**config.mk**
```make
export PLATFORM = sky130hd
export DESIGN_NAME = task_switch_gate
export DESIGN_NICKNAME = d
export VERILOG_FILES = /design/src/rtl/tsg_pkg.sv /design/src/rtl/tsg_role_check.sv /design/src/rtl/tsg_target_check.sv /design/src/rtl/tsg_queue_tracker.sv /design/src/rtl/task_switch_gate.sv
export SDC_FILE = /design/constraint.sdc
export NUM_CORES = 1
export LEC_CHECK = 0
export BUFFER_PORTS_ARGS = -buffer_cell sky130_fd_sc_hd__clkbuf_2
export CAP_MARGIN = 20
export CORE_AREA = 2 2 39 41
export DETAILED_ROUTE_END_ITERATION = 10
export DIE_AREA = 0 0 41 43
export PLACE_DENSITY = 0.7
export SYNTH_ARGS = -nofsm -noshare
export SYNTH_HDL_FRONTEND = slang
export SYNTH_SLANG_ARGS = --single-unit
```
**constraint.sdc**
```tcl
create_clock -name clk -period 1.1 [get_ports clk]
set_input_delay 0.055 -clock clk [delete_from_list [all_inputs] [get_ports clk]]
set_output_delay 0.055 -clock clk [all_outputs]
set_load 0.01 [all_outputs]
```
**src/rtl/tsg_pkg.sv**
```systemverilog
// Shared encodings for the task switch request validator.
package tsg_pkg;

    typedef enum logic [1:0] {
        OP_CALL   = 2'b00,
        OP_RETURN = 2'b01,
        OP_SWITCH = 2'b10,
        OP_SWEXIT = 2'b11
    } op_e;

    typedef enum logic [1:0] {
        RES_PROCEED = 2'b00,
        RES_SKIP    = 2'b01,
        RES_TRAP    = 2'b10
    } res_e;

    localparam logic [2:0] CAUSE_DIV_ZERO    = 3'd0;
    localparam logic [2:0] CAUSE_ILLEGAL     = 3'd1;
    localparam logic [2:0] CAUSE_INVALID_OP  = 3'd2;
    localparam logic [2:0] CAUSE_ACCESS      = 3'd3;
    localparam logic [2:0] CAUSE_DOUBLE      = 3'd4;
    localparam logic [2:0] CAUSE_PAGE_FAULT  = 3'd5;

endpackage

```
**src/rtl/tsg_role_check.sv**
```systemverilog
// Role check: decides whether the requester may issue this operation.
// Assumes the operation code is stable while the request is presented.
module tsg_role_check
    import tsg_pkg::*;
(
    input  logic [1:0] op,
    input  logic       caller_is_callee,
    input  logic       in_handler,
    output logic       role_ok
);

    // Per-operation permission rule.
    always_comb begin
        unique case (op_e'(op))
            OP_CALL,
            OP_SWITCH: role_ok = !caller_is_callee;
            OP_RETURN: role_ok = caller_is_callee;
            OP_SWEXIT: role_ok = in_handler;
            default:   role_ok = 1'b0;
        endcase
    end

endmodule

```
**src/rtl/tsg_target_check.sv**
```systemverilog
// Target check: flags a quiet skip when the fetched descriptor is unusable.
// Assumes descriptor fields are already read for the current request.
module tsg_target_check
    import tsg_pkg::*;
#(
    parameter int TAG_W = 8
) (
    input  logic [1:0]       op,
    input  logic             tgt_valid,
    input  logic [TAG_W-1:0] tgt_tag,
    input  logic             tgt_active,
    input  logic [TAG_W-1:0] insn_tag,
    output logic             bad_ident,
    output logic             busy_target
);

    logic uses_ident;
    logic needs_idle;
    logic ident_fail;

    // Which target checks apply to this operation.
    always_comb begin
        uses_ident = (op_e'(op) != OP_RETURN);
        needs_idle = (op_e'(op) == OP_SWITCH) || (op_e'(op) == OP_SWEXIT);
    end

    // Identity (valid and tag) failure, independent of operation.
    assign ident_fail = !tgt_valid || (tgt_tag != insn_tag);

    // Gate the raw failures by the operation's applicability.
    always_comb begin
        bad_ident   = uses_ident && ident_fail;
        busy_target = needs_idle && tgt_active;
    end

endmodule

```
**src/rtl/tsg_queue_tracker.sv**
```systemverilog
// Queue tracker: counts accepted switches in the current instruction queue
// and issues the deferred launch pulse once the queue has ended.
// Assumes queue_end marks the last cycle of a queue; a request in that
// cycle belongs to the queue that is ending.
module tsg_queue_tracker #(
    parameter int SWITCH_LIMIT = 1
) (
    input  logic clk,
    input  logic rst_n,
    input  logic queue_end,
    input  logic accept,
    output logic limit_hit,
    output logic launch
);

    localparam int CNT_W = (SWITCH_LIMIT < 1) ? 1 : $clog2(SWITCH_LIMIT + 1);
    localparam logic [CNT_W-1:0] LIMIT_V = CNT_W'(SWITCH_LIMIT);

    logic [CNT_W-1:0] accepted_cnt;

    // Limit reached for the current queue.
    assign limit_hit = (accepted_cnt >= LIMIT_V);

    // Accepted count: clears at queue end, otherwise counts acceptances.
    always_ff @(posedge clk) begin
        if (!rst_n) begin
            accepted_cnt <= '0;
        end else if (queue_end) begin
            accepted_cnt <= '0;
        end else if (accept && !limit_hit) begin
            accepted_cnt <= accepted_cnt + CNT_W'(1);
        end
    end

    // Launch pulse after a queue that accepted at least one switch.
    always_ff @(posedge clk) begin
        if (!rst_n) begin
            launch <= 1'b0;
        end else begin
            launch <= queue_end && ((accepted_cnt != '0) || accept);
        end
    end

endmodule

```
**src/rtl/task_switch_gate.sv**
```systemverilog
// Task switch request validator top. Resolves role, per-queue limit and
// target checks in fixed priority and registers one outcome per request.
// Assumes req_valid is a single-cycle strobe with all fields valid with it.
module task_switch_gate
    import tsg_pkg::*;
#(
    parameter int TAG_W        = 8,
    parameter int SWITCH_LIMIT = 1
) (
    input  logic             clk,
    input  logic             rst_n,
    input  logic             req_valid,
    input  logic [1:0]       req_op,
    input  logic             caller_is_callee,
    input  logic             in_handler,
    input  logic             tgt_valid,
    input  logic [TAG_W-1:0] tgt_tag,
    input  logic             tgt_active,
    input  logic [TAG_W-1:0] insn_tag,
    input  logic             queue_end,
    output logic             out_valid,
    output logic [1:0]       out_code,
    output logic [2:0]       out_cause,
    output logic             launch
);

    logic       role_ok;
    logic       bad_ident;
    logic       busy_target;
    logic       limit_hit;
    logic       accept;
    res_e       res_next;
    logic [2:0] cause_next;

    tsg_role_check u_role (
        .op               (req_op),
        .caller_is_callee (caller_is_callee),
        .in_handler       (in_handler),
        .role_ok          (role_ok)
    );

    tsg_target_check #(.TAG_W(TAG_W)) u_tgt (
        .op          (req_op),
        .tgt_valid   (tgt_valid),
        .tgt_tag     (tgt_tag),
        .tgt_active  (tgt_active),
        .insn_tag    (insn_tag),
        .bad_ident   (bad_ident),
        .busy_target (busy_target)
    );

    tsg_queue_tracker #(.SWITCH_LIMIT(SWITCH_LIMIT)) u_queue (
        .clk       (clk),
        .rst_n     (rst_n),
        .queue_end (queue_end),
        .accept    (accept),
        .limit_hit (limit_hit),
        .launch    (launch)
    );

    // Fixed-priority outcome: role trap, limit trap, identity skip, busy skip.
    always_comb begin
        res_next   = RES_PROCEED;
        cause_next = CAUSE_DIV_ZERO;
        if (!role_ok) begin
            res_next   = RES_TRAP;
            cause_next = CAUSE_INVALID_OP;
        end else if (limit_hit) begin
            res_next   = RES_TRAP;
            cause_next = CAUSE_ILLEGAL;
        end else if (bad_ident || busy_target) begin
            res_next   = RES_SKIP;
        end
    end

    // Only a proceeding request counts toward the queue limit.
    assign accept = req_valid && (res_next == RES_PROCEED);

    // Outcome register: loads on each request, strobe follows the request.
    always_ff @(posedge clk) begin
        if (!rst_n) begin
            out_valid <= 1'b0;
            out_code  <= RES_PROCEED;
            out_cause <= CAUSE_DIV_ZERO;
        end else begin
            out_valid <= req_valid;
            if (req_valid) begin
                out_code  <= res_next;
                out_cause <= cause_next;
            end
        end
    end

endmodule

```
# Word-level counts from Yosys, hierarchy flattened
# Index checks and enable logic that the tools add are counted.
[op_classes]
n_addsub = 1
order_cmp = 1
n_eq_ne = 5
mux = 6
n_bitwise = 1
n_reduce_logical = 16
[ops]
columns = ["cell", "count"]
rows = [
  ["$ne A8 B8 Y1", 1],
  ["$mux W2", 3],
  ["$logic_and A1 B1 Y1", 5],
  ["$eq A2 B2 Y1 const B", 2],
  ["$logic_not A2 Y1", 2],
  ["$logic_or A1 B1 Y1", 4],
  ["$reduce_or A2 Y1", 2],
  ["$logic_not A1 Y1", 3],
  ["$pmux W1 S3", 1],
  ["$eq A2 B1 Y1 const B", 1],
  ["$mux W1", 2],
  ["$ne A2 B1 Y1 const B", 1],
  ["$add A1 B1 Y1 const B", 1],
  ["$ge A1 B1 Y1 const B", 1],
  ["$not A1 Y1", 1],
]
[word_totals]
reg_bits = 8
inputBits = 26
output_inout_bits = 7
elab_cells = 35

# Longest topological paths before layout
[logic_depth]
depth_word = 11
ltp_mapped = 4
depth_no_buf = 4

# By module
# Synthesis repeated with hierarchy kept, for this count alone.
[unflattened]
hier_cells = 44
hier_area_um2 = 419.2
[by_module_without_submodules]
columns = ["module", "instances", "cells_per_inst", "area_per_inst_um2", "seq_area_each_um2"]
rows = [
  ["task_switch_gate", 1, 21, 230.2, 100.1],
  ["tsg_target_check", 1, 13, 102.6, 0.0],
  ["tsg_queue_tracker", 1, 6, 60.1, 40.0],
  ["tsg_role_check", 1, 4, 26.3, 0.0],
]

# Least setup slack after synthesis
# OpenSTA, ideal clock, no wires.
[synth_timing]
path_kind = "input port to flip-flop"
start = "input port insn_tag[4]"
end = "register out_code[0]"
setup_ps = 117
arrival_ps = 816
required_time_ps = 983
slack_ps = 166
path_stages = 4
path_buffers = 0
cell_sequence = "xor2_1 > nor4b_1 > nand3_1 > a32o_1"
[synth_via]
elab_chain_len = 7
[synth_lines]
columns = ["item", "line", "source"]
rows = [
  ["from (decl)", "task_switch_gate.sv:19", "input logic [TAG_W-1:0] insn_tag,"],
  ["$ne A8 B8 Y1", "tsg_target_check.sv:28", "assign ident_fail = !tgt_valid || (tgt_tag != insn_tag);"],
  ["$logic_or A1 B1 Y1", "tsg_target_check.sv:28", ""],
  ["$logic_and A1 B1 Y1", "tsg_target_check.sv:32", "bad_ident = uses_ident && ident_fail;"],
  ["$logic_or A1 B1 Y1", "task_switch_gate.sv:71", "end else if (bad_ident || busy_target) begin"],
  ["$mux W1", "task_switch_gate.sv:71", ""],
  ["$mux W2", "task_switch_gate.sv:68", "end else if (limit_hit) begin"],
  ["$mux W2", "task_switch_gate.sv:65", "if (!role_ok) begin"],
  ["to (signal assigned)", "task_switch_gate.sv:88", "out_code <= res_next;"],
  ["to (decl)", "task_switch_gate.sv:22", "output logic [1:0] out_code,"],
]
# Every way passes these cells.
# A chain may end at the register's enable or synchronous reset.

# Worst setup path in the final report
[layout_timing]
start = "register u_queue.accepted_cnt"
end = "register out_code[0]"
[layout_via]
elab_chain_len = 3
[layout_lines]
columns = ["item", "line", "source"]
rows = [
  ["from (decl)", "tsg_queue_tracker.sv:19", "logic [CNT_W-1:0] accepted_cnt;"],
  ["from (signal assigned)", "tsg_queue_tracker.sv:31", "accepted_cnt <= accepted_cnt + CNT_W'(1);"],
  ["$ge A1 B1 Y1", "tsg_queue_tracker.sv:22", "assign limit_hit = (accepted_cnt >= LIMIT_V);"],
  ["$mux W2", "task_switch_gate.sv:68", ""],
  ["$mux W2", "task_switch_gate.sv:65", ""],
]
# Every way passes these cells.

==> metrics <==
synthesized area 450 um^2; Reg2Reg Launch Point u_queue.accepted_cnt; min-delay worst type in -> reg; Internal Power 0.000486 W; DP Worst Slack roughly 0.021 ns; Max H-tree Level 1; Final Net Count 113; fin cells about 100; clock sink count 7; gr usage total 0.131; Congestion Overflow GR 0; initial antenna violation count 0; Comb pwr share 0.239; DRC 0; Slew Limit Fails 0; vias 475; Switching Share 0.258; dominant cell type by area after synthesis dfxtp_1; setup TNS 0 ns; #FFs+latches synth 7; unrepaired setup endpoints after global routing no; endpoints failing hold 0; Synth top area share 0.311; Post-synth EDFFs 0; Area Overhead vs Synth 44.7%; Critical Path Max Stage Delay about 0.32 ns; period utilization 0.836; syn nets 77; chip width 41 um; syn avg cell area slightly below 9 um^2; Die ar. 0.00176 mm^2; I/O pins 33; reg2reg setup slack 0.18 ns; Initial Util 0.325; count leader, synth dfxtp_1; CP Class reg -> reg; pwr dens roughly 1000 mW/mm^2; NetSw approximately 0.00017 W; ant diodes 0; die height 43 um; HPWL Detailed 845 um; cts bufs inserted 3; TritonCTS clock tree done; Worst-path clk slew 0.05 ns; min Tclk post-route 0.920 ns; Worst Hold Launch queue_end; Worst setup EP type flip-flop; Reg power frac 0.411; drt wl/cell approximately 9.7 um; setup ws final ~0.18 ns; Setup Buffers After CTS 0; Clock Latency Late Sink ~0.25 ns; skew final 0.000748 ns; GP Congestion 0.674; final wirelength 988 um; number of global-route vias before repair 429; antenna viol nets, final 0; Post-Synthesis Cells slightly above 50; yosys synthesis warning count 0; Root Driver clkbuf_4; Crit path required time 1.24 ns; asr flop ratio synth 0; Max-Cap Viols 0; placed cells 98; CTS Buffer Depth 2; Std-Cell Rows 14; Setup violations, final 0; Peak supply drop between 600 and 700 uV; Max FO, Critical Path 3; top cells by count, synth dfxtp_1 (7), xor2_1 (6), a21oi_1 (4); CP Cell Sequence inv_1 > and3_2 > a32o_1; initial DRC count 5; FILL cells 154; Buffers on Ports 31; Slowest-stage cell, CP dfxtp_1; drt pass-1 iters 4; Hold Buf Count CTS 0; Worst setup SP type flip-flop; register area share after synthesis 0.311; Synth area leaders dfxtp_1 (31%), xor2_1 (12%), a21oi_1 (4.4%); crit path DAT 1.06 ns; Avg Vias per Cell 4.66; CP Launch Point u_queue.accepted_cnt; distinct cell type count after synthesis 29; core box area about 0.0014 mm^2; Post-CTS Resized 0; Leakage ~0.33 nW; clock network fraction of design power 0.350; share of post-route cells with drive strength above 1 0.488; Top FF cell, synth dfxtp_1; outcome completed; largest net degree at the start of global routing 9; first-pass GRT wire length 1630 um; Max Clk Rate roughly 1.1 GHz
==> metrics by stage <==
step	power (W)	hold WS, ns	area, um^2	util
finish	0.000655	0.0301	652	0.471
detailed placement	0.000432	0.292	626	0.452
CTS	0.000656	0.0372	652	0.471
global route	0.000692	0.0492	652	0.471
floorplan	0.000353	0.171	450	-
global placement	0.000429	0.284	626	0.452
==> worst paths after layout <==
kind               endpoint  cells after the start
max             out_code[0]                      3
min          u_queue.launch                      3
max reg2reg     out_code[0]                      3
min reg2reg     out_code[1]                      2
==> cell families after synthesis <==
| logic type | synth area share |
|---|---|
| buffers and inverters | 0.0250 |
| muxes | 0.0222 |
| other | 0.00833 |
| DFF | 0.311 |
| and+or+nand+nor | 0.369 |
| AOI/OAI and AO/OA | 0.128 |
| xor gates and xnor gates | 0.136 |
==> power by group through the flow <==
stage	Sequential [W]	Clock [W]	Combinational, W
floorplan	0.000280	0	0.0000729
global placement	0.000275	0	0.000154
detailed placement	0.000275	0	0.000157
CTS	0.000270	0.000228	0.000158
global route	0.000271	0.000246	0.000175
finish	0.000270	0.000229	0.000156
==> layer usage <==
layer	part of all wire	global-route usage	vias up
li1	-	-	251
met3	0.092	0.0471	0
met2	0.46	0.197	22
met5	0	0	-
met4	0	0.0200	0
met1	0.44	0.177	202
==> state kept, by name, indices dropped and copies added, names as in the netlist <==
signal                flops
out_cause                 2
out_code                  2
out_valid                 1
u_queue.accepted_cnt      1
u_queue.launch            1
==> layout by cell type (no fill, tap or decap), drive strengths merged <==
| master | n |
|---|---|
| conb | 1 |
| nand4 | 1 |
| or3b | 1 |
| nor3 | 1 |
| and4bb | 1 |
| and2b | 2 |
| clkbuf | 35 |
| a32o | 1 |
| nor4 | 1 |
| o211ai | 1 |
| nand4b | 1 |
| dfxtp | 7 |
| nand2 | 3 |
| nor4b | 1 |
| xor2 | 6 |
| mux2i | 1 |
| and2 | 2 |
| buf | 1 |
| xnor2 | 1 |
| and3 | 2 |
| nor2 | 1 |
| inv | 1 |
| nand3 | 2 |
| a21oi | 4 |
| nand2b | 3 |
| and4 | 1 |
| o21ai | 3 |
| nor2b | 1 |
==> layout make-up <==
class,count,area (um^2),area share
multi-input combinational,42,299,0.459
timing repair buffer,32,163,0.250
sequential,7,140,0.215
clock buffer,4,26.3,0.0403
tap,16,20.0,0.0307
inverter,1,3.75,0.00576
==> worst max-delay path: cells and delay by family (launching register included) <==
kind            cells  cell delay [ns]
compound gates      1             0.24
buf+inv             1             0.05
flops               1             0.32
simple gates        1             0.19
Note: power is estimated with default switching activity, not from simulation.
